[src/rtl/adcrd_pkg.sv]
package adcrd_pkg;

   typedef enum logic [1:0] {
      ST_IDLE = 2'd0,
      ST_RUN  = 2'd1,
      ST_HOLD = 2'd2
   } adcrd_state_e;

   // enable edge plus filler bit ahead of the word
   localparam int LEAD_EDGES = 2;

   function automatic int frame_edges(input int width, input bit mirror);
      return LEAD_EDGES + width + (mirror ? width - 1 : 0);
   endfunction

endpackage

[src/rtl/adcrd_tick.sv]
module adcrd_tick #(
   parameter int DIV_W = 8
) (
   input  logic             clk,
   input  logic             rst_n,
   input  logic             restart,
   input  logic [DIV_W-1:0] div_half,
   output logic             tick
);

   logic [DIV_W-1:0] cnt_q;

   always_ff @(posedge clk or negedge rst_n) begin
      if (!rst_n)
         cnt_q <= '0;
      else if (restart || cnt_q == '0)
         cnt_q <= div_half;
      else
         cnt_q <= cnt_q - 1'b1;
   end

   assign tick = !restart && (cnt_q == '0);

endmodule

[src/rtl/adcrd_capture.sv]
module adcrd_capture #(
   parameter int DATA_W       = 12,
   parameter bit MIRROR_CHECK = 1'b1
) (
   input  logic              clk,
   input  logic              rst_n,
   input  logic              clear,
   input  logic              shift_en,
   input  logic              bit_in,
   output logic [DATA_W-1:0] word,
   output logic              mism
);

   localparam int CAP_W = MIRROR_CHECK ? (2 * DATA_W - 1) : DATA_W;

   logic [CAP_W-1:0] sh_q;

   always_ff @(posedge clk or negedge rst_n) begin
      if (!rst_n)
         sh_q <= '0;
      else if (clear)
         sh_q <= '0;
      else if (shift_en)
         sh_q <= {sh_q[CAP_W-2:0], bit_in};
   end

   generate
      if (MIRROR_CHECK) begin : g_mirror
         // sh_q[0] holds the last repeated bit (bit DATA_W-1), sh_q[DATA_W-2] holds bit 1
         logic [DATA_W-2:0] diff;
         assign word = sh_q[CAP_W-1 -: DATA_W];
         for (genvar i = 1; i < DATA_W; i++) begin : g_cmp
            assign diff[i-1] = word[i] ^ sh_q[DATA_W-1-i];
         end
         assign mism = |diff;
      end else begin : g_plain
         assign word = sh_q;
         assign mism = 1'b0;
      end
   endgenerate

endmodule

[src/rtl/adcrd_master.sv]
module adcrd_master
   import adcrd_pkg::*;
#(
   parameter int DATA_W       = 12,
   parameter int DIV_W        = 8,
   parameter bit MIRROR_CHECK = 1'b1
) (
   input  logic              clk,
   input  logic              rst_n,
   input  logic              start,
   input  logic [DIV_W-1:0]  div_half,
   input  logic              sdata_in,
   output logic              cs_n,
   output logic              sclk,
   output logic [DATA_W-1:0] result,
   output logic              valid,
   output logic              mismatch,
   output logic              busy
);

   localparam int N_EDGES = frame_edges(DATA_W, MIRROR_CHECK);
   localparam int EDGE_W  = $clog2(N_EDGES + 1);

   initial begin
      if (DATA_W < 2)  $error("DATA_W must be at least 2");
      if (DIV_W < 1)   $error("DIV_W must be at least 1");
   end

   adcrd_state_e      st_q;
   logic [EDGE_W-1:0] edges_q;
   logic              hold_q;
   logic              tick;
   logic              last_edge;
   logic              cap_clear;
   logic              cap_shift;
   logic [DATA_W-1:0] cap_word;
   logic              cap_mism;

   assign last_edge = (edges_q == EDGE_W'(N_EDGES));
   assign cap_clear = (st_q == ST_IDLE) && start;
   assign cap_shift = (st_q == ST_RUN) && tick && !sclk && !last_edge &&
                      (edges_q >= EDGE_W'(LEAD_EDGES));

   adcrd_tick #(.DIV_W(DIV_W)) u_tick (
      .clk      (clk),
      .rst_n    (rst_n),
      .restart  (st_q == ST_IDLE),
      .div_half (div_half),
      .tick     (tick)
   );

   adcrd_capture #(.DATA_W(DATA_W), .MIRROR_CHECK(MIRROR_CHECK)) u_cap (
      .clk      (clk),
      .rst_n    (rst_n),
      .clear    (cap_clear),
      .shift_en (cap_shift),
      .bit_in   (sdata_in),
      .word     (cap_word),
      .mism     (cap_mism)
   );

   always_ff @(posedge clk or negedge rst_n) begin
      if (!rst_n) begin
         st_q     <= ST_IDLE;
         cs_n     <= 1'b1;
         sclk     <= 1'b0;
         edges_q  <= '0;
         hold_q   <= 1'b0;
         result   <= '0;
         mismatch <= 1'b0;
         valid    <= 1'b0;
      end else begin
         valid <= 1'b0;
         unique case (st_q)
            ST_IDLE: begin
               if (start) begin
                  st_q    <= ST_RUN;
                  cs_n    <= 1'b0;
                  edges_q <= '0;
               end
            end
            ST_RUN: begin
               if (tick) begin
                  if (sclk) begin
                     sclk <= 1'b0;
                  end else if (last_edge) begin
                     cs_n     <= 1'b1;
                     st_q     <= ST_HOLD;
                     hold_q   <= 1'b1;
                     result   <= cap_word;
                     mismatch <= cap_mism;
                     valid    <= 1'b1;
                  end else begin
                     sclk    <= 1'b1;
                     edges_q <= edges_q + 1'b1;
                  end
               end
            end
            ST_HOLD: begin
               if (tick) begin
                  if (hold_q) hold_q <= 1'b0;
                  else        st_q   <= ST_IDLE;
               end
            end
            default: st_q <= ST_IDLE;
         endcase
      end
   end

   assign busy = (st_q != ST_IDLE);

endmodule

[config.mk]
export PLATFORM = sky130hd
export DESIGN_NAME = adcrd_master
export DESIGN_NICKNAME = d
export VERILOG_FILES = /design/src/rtl/adcrd_pkg.sv /design/src/rtl/adcrd_tick.sv /design/src/rtl/adcrd_capture.sv /design/src/rtl/adcrd_master.sv
export SDC_FILE = /design/constraint.sdc
export NUM_CORES = 1
export LEC_CHECK = 0
export CAP_MARGIN = 30
export CORE_AREA = 2 2 56 111
export CTS_BUF_LIST = sky130_fd_sc_hd__clkbuf_4
export DETAILED_ROUTE_END_ITERATION = 10
export DIE_AREA = 0 0 58 113
export MAX_ROUTING_LAYER = met4
export PLACE_DENSITY = 0.69
export REMOVE_ABC_BUFFERS = 1
export SLEW_MARGIN = 10
export SYNTH_ARGS = -nofsm -noshare
export SYNTH_HDL_FRONTEND = slang
export SYNTH_SLANG_ARGS = --single-unit
[constraint.sdc]
create_clock -name clk -period 2.37 [get_ports clk]
set_input_delay 0.237 -clock clk [delete_from_list [all_inputs] [get_ports clk]]
set_output_delay 0.237 -clock clk [all_outputs]
set_load 0.05 [all_outputs]
### After elaboration in Yosys (flattened, before gate mapping)

Index checks and enable logic that the tools add are counted.

* input bits: 12
* output and inout port bits: 17
* bits in registers: 55

* bitwise operators: 12
* multiplexer cells: 28
* add/sub/neg operators: 2
* $lt $le $gt $ge: 1
* eq/ne operators: 10
* reductions and logical operators: 23

Operators with widths (number)
* 23-bit two-way mux: 2
* 5-bit two-way mux: 4
* 5-bit AND reduction: 3
* 2-bit != test, second input constant: 7
* 2-bit two-way mux: 6
* 1-bit two-way mux: 11
* 11-bit OR reduction: 1
* 1-bit bitwise XOR: 11
* 5-bit one-hot mux with 2 select lines: 1
* 8-bit zero test: 1
* 8-bit two-way mux: 1
* 2-bit nonzero test: 4
* 8-bit by 1-bit subtractor with 8-bit output, second input constant: 1
* 1-bit logical AND: 6
* 2-bit one-hot mux with 3 select lines: 1
* 6-bit AND reduction: 1
* 5-bit by 1-bit adder with 5-bit output, second input constant: 1
* 5-bit == test, second input constant: 1
* 5-bit by 2-bit greater-or-equal comparator with 1-bit output, second input constant: 1
* 1-bit one-hot mux with 2 select lines: 2
* 4-bit AND reduction: 1
* 1-bit zero test: 3
* 2-bit by 1-bit == test with 1-bit output, second input constant: 1
* 2-bit == test, second input constant: 1
* other kinds (4): 4

### Depth between registers and ports, before layout

* depth in word-level cells: 9
* depth in mapped cells: 8

### Cells and area by module

A second synthesis with hierarchy kept.

* cell total of the unflattened synthesis: 240
* area, all modules: 2811.4 sq um

By module, submodules not included
* adcrd_master: cells an instance 93, area an instance 1188.6 sq um, instances 1, sequential area each 601.8 sq um
* adcrd_capture: cells an instance 101, area an instance 1138.6 sq um, instances 1, sequential area each 575.6 sq um
* adcrd_tick: cells an instance 46, area an instance 484.2 sq um, instances 1, sequential area each 200.2 sq um

### Worst setup path before layout

OpenSTA, ideal clock, no wires.

* path kind: flip-flop to flip-flop
* from: reg u_tick.cnt_q[0]
* to: reg result[10]
* buffers on the path: 2
* setup time: 125 ps
* arrival time: 2075 ps
* stages on the path, launching flop included: 9
* required time: 2245 ps
* setup slack: 170 ps
* cells stage by stage: dfrtp_1 -> inv_1 -> ha_1 -> nor3b_2 -> nand2_4 -> or4_4 -> buf_6 -> buf_12 -> mux2_4

* cells in the longest elaborated chain, start to end: 3

Ends and longest elaborated chain
* start, declared: line adcrd_tick.sv:11 `logic [DIV_W-1:0] cnt_q;`
* start signal, assigned: line adcrd_tick.sv:17 `cnt_q <= div_half;`
* start signal, assigned: line adcrd_tick.sv:19 `cnt_q <= cnt_q - 1'b1;`
* 8-bit zero test: line adcrd_tick.sv:22 `assign tick = !restart && (cnt_q == '0);`
* 1-bit logical AND: line adcrd_tick.sv:22
* 4-bit AND reduction (no source line)
* end signal, assigned: line adcrd_master.sv:90 `result <= cap_word;`
* end, declared: line adcrd_master.sv:15 `output logic [DATA_W-1:0] result,`

Every way passes these cells.
A chain may end at the register's enable or synchronous reset.

### Final worst setup path

Same ends and word-level chain as after synthesis.

==> flow_summary.rst <==
.. list-table::
   :header-rows: 1

   * - Metric
     - Value
   * - Terminus of the critical flop-to-flop path
     - result[10]
   * - Clk pwr share
     - 0.168
   * - Sequential cell area
     - 1380 sq um
   * - Clock Latency Late Sink
     - 390 ps
   * - Count of nets left with antenna violations after detail routing
     - 0
   * - Reg2reg start
     - u_tick.cnt_q[0]
   * - Routability-driven placement congestion ratio
     - 0.832
   * - RSZ-0062 raised after global routing
     - no
   * - Largest vdd supply drop
     - 580 uV
   * - Worst-path clk slew
     - 140 ps
   * - Run status
     - complete, no violations
   * - Chip Width
     - 58 um
   * - Pre-Repair DR Iteration Count
     - 4
   * - Most frequent cell after synthesis
     - sky130_fd_sc_hd__dfrtp_1
   * - Vias after detailed routing
     - 1757
   * - EDFF count, synth
     - 0
   * - Max Fclk
     - 453 MHz
   * - Global router's overall resource usage
     - 0.176
   * - CP max FO
     - 13
   * - Hold Violations, Final
     - 0
   * - Cell row count
     - 39
   * - Clock Sinks
     - 55
   * - Number of input and output port buffers inserted
     - 28
   * - Cell internal pwr
     - 0.00157 W
   * - Number of setup violations in the final report
     - 0
   * - Worst Tran Pin Value
     - 660 ps
   * - Number of flip-flops and latches in the synthesized netlist
     - 55
   * - Total of max-cap violations
     - 0
   * - Max Clock Skew
     - 20.6 ps
   * - Proportion of synthesized flip-flops having asynchronous set or reset
     - 1.00
   * - Count of warnings emitted by yosys
     - 0
   * - Most used flip-flop cell after synthesis
     - sky130_fd_sc_hd__dfrtp_1
   * - Part of the total power dissipated in sequential elements
     - 0.560
   * - Number of fill cells in the layout
     - 523
   * - Initial antenna violation count
     - 0
   * - Final std cells w/o fill
     - 328
   * - Number of instances in the synthesized netlist
     - 231
   * - H-tree depth
     - 2
   * - Clock buffers created by TritonCTS
     - 5
   * - Pins Over Slew Limit
     - 0
   * - Type of the worst min-delay path
     - input pin to async pin
   * - Portion of the post-synthesis area used by sequential elements
     - 0.523
   * - Detailed placer's ending HPWL
     - 3730 um
   * - Sw Pwr
     - 0.000875 W
   * - Buffers inserted during post-CTS setup optimization
     - 0
   * - Area growth from synthesis to final layout
     - 15.9%
   * - Clock root buffer master
     - sky130_fd_sc_hd__clkbuf_4
   * - Commonest cells post-synth
     - 54 x sky130_fd_sc_hd__dfrtp_1, 31 x sky130_fd_sc_hd__nand2_1, 19 x sky130_fd_sc_hd__mux2i_1
   * - Pin count of the biggest net entering global routing
     - 31
   * - Cell area after layout
     - 3050 sq um
   * - Violation count after the first detailed-routing iteration
     - 36
   * - Wire length of the first global-routing pass
     - 8620 um
   * - Cell count after placement
     - 319
   * - Synthesized area per cell
     - 11.4 sq um
   * - Fin crit share
     - 0.932
   * - Total design power
     - 0.00245 W
   * - Category of the critical setup timing path
     - flop to flop
   * - Number of distinct standard cells referenced by the synthesized netlist
     - 39
   * - Hold slack final
     - 214 ps
   * - Maximum count of clock buffers along a single path
     - 2
   * - Area share of the leading cell type in the synthesized netlist
     - 0.513
   * - Number of cells traversed by the worst register-to-register path
     - 6
   * - Worst EP arrival
     - 2490 ps
   * - Ports placed on the boundary
     - 29
   * - Multi-input logic area
     - 1150 sq um
   * - Total negative setup slack
     - 0 ps
   * - Initial core utilization
     - 0.465
   * - Avg WL per Cell
     - 15.0 um
   * - Post-Syn Area
     - 2630 sq um
   * - CTS tree
     - built
   * - Critical Path Start Type
     - flop
   * - DRC Markers
     - 0
   * - Lkg Pwr
     - 1.46 nW
   * - Area of the core
     - 5660 sq um
   * - Power per standard cell area
     - 802 nW/um^2
   * - FF-to-FF setup slack
     - 160 ps
   * - Top cells by area, synth
     - sky130_fd_sc_hd__dfrtp_1 51%, sky130_fd_sc_hd__mux2i_1 7.2%, sky130_fd_sc_hd__mux2_4 5.7%
   * - Post-Place Cell Area
     - 2980 sq um
   * - Via count of the first global-routing pass
     - 1874
   * - Shortest period the worst path allows
     - 2210 ps
   * - Cell accounting for the most synthesized area
     - sky130_fd_sc_hd__dfrtp_1
   * - Combinational fraction of design power
     - 0.272
   * - Average via count per standard cell
     - 5.36
   * - Routed wire length
     - 4930 um
   * - Crit path required time
     - 2650 ps
   * - Fraction of power spent switching nets
     - 0.357
   * - Nature of the critical path endpoint
     - flop
   * - Remaining Overflow, GRT
     - 0
   * - Die Area
     - 6550 sq um
   * - Layout cell share with drive strength beyond 1
     - 0.150
   * - Slew Limit Headroom
     - 0.559
   * - Die boundary height
     - 113 um
   * - Diode count
     - 0
   * - Number of nets at the end of the flow
     - 283
## critical path, stage by stage (launching register included)
cell	delay, ps
sky130_fd_sc_hd__dfrtp_1	410
sky130_fd_sc_hd__inv_1	80
sky130_fd_sc_hd__ha_1	170
sky130_fd_sc_hd__nor3b_4	310
sky130_fd_sc_hd__nand2_4	120
sky130_fd_sc_hd__or4_4	690
sky130_fd_sc_hd__mux2_4	340
## power by group through the flow
stage          Sequential (W)  Combinational (W)  Clock [W]
3_3_place_gp          0.00138           0.000639          0
4_1_cts               0.00137           0.000669   0.000426
6_report              0.00137           0.000665   0.000412
5_1_grt               0.00141           0.000757   0.000465
2_1_floorplan         0.00136           0.000452          0
3_5_place_dp          0.00139           0.000664          0
## timing repair
item	4_1_cts	5_1_grt
resized for setup	0	1
setup endpoints to repair	0	12
hold buffers	1	0
hold endpoints to repair	26	0
## metrics by stage
step	utilization	setup WS (ps)
2_1_floorplan	-	-131
3_3_place_gp	0.527	175
3_5_place_dp	0.527	136
4_1_cts	0.538	127
5_1_grt	0.539	52.6
6_report	0.539	161
## cells in the final DEF, fill, tap and decap left out, types with 5 or more instances in the layout
cell type,Yosys,final
sky130_fd_sc_hd__o21ai_0,17,17
sky130_fd_sc_hd__clkbuf_4,0,6
sky130_fd_sc_hd__ha_1,5,5
sky130_fd_sc_hd__buf_4,1,8
sky130_fd_sc_hd__mux2_2,7,7
sky130_fd_sc_hd__nand2_1,31,31
sky130_fd_sc_hd__mux2i_1,19,19
sky130_fd_sc_hd__xor2_1,13,13
sky130_fd_sc_hd__dfrtp_1,54,54
sky130_fd_sc_hd__mux2_4,10,10
sky130_fd_sc_hd__nor2_1,10,10
sky130_fd_sc_hd__clkdlybuf4s50_1,0,27
sky130_fd_sc_hd__inv_1,13,13
## layer usage
| layer | wire length [um] | part of all wire | global-route usage | vias to the layer above |
|---|---|---|---|---|
| met4 | 151 | 0.031 | 0.0713 | 0 |
| met1 | 1800 | 0.37 | 0.187 | 855 |
| met5 | 0 | 0 | - | - |
| met2 | 2840 | 0.58 | 0.311 | 35 |
| li1 | - | - | - | 853 |
| met3 | 138 | 0.028 | 0.0320 | 14 |
## area by class of cell
cell class | instances | area share
sequential | 55 | 0.451
multi-input combinational | 154 | 0.377
timing repair buffer | 37 | 0.113
tap | 61 | 0.0250
inverter | 13 | 0.0160
clock buffer | 6 | 0.0148
clock inverter | 2 | 0.00287
## registers in the layout, indices dropped and copies added (netlist names)
name,cells
u_cap.sh_q,23
result,12
u_tick.cnt_q,8
edges_q,5
st_q,2
cs_n,1
hold_q,1
mismatch,1
sclk,1
valid,1
## worst max path at each step
stage	startpoint	end	slack (ps)	depth (start not counted)
finish	u_tick.cnt_q[0]	result[10]	160	6
global route	u_tick.cnt_q[0]	result[8]	50	6
CTS	u_tick.cnt_q[0]	result[10]	130	6
detailed placement	u_tick.cnt_q[0]	result[2]	140	6
global placement	u_tick.cnt_q[0]	result[3]	170	6
floorplan	sclk	u_cap.sh_q[10]	-130	4
## kinds of logic (layout without fill, tap and decap cells)
logic type,after synthesis,count (layout),share of synthesized area
AO/OA/AOI/OAI,29,29,0.0641
XOR/XNOR,17,17,0.0565
adder cells (fa/ha/maj),5,5,0.0238
buffers and inverters,22,58,0.0423
flip-flops,55,55,0.523
multiplexers,36,36,0.159
AND/OR/NAND/NOR,67,67,0.131
(Power assumes the default switching activity.)
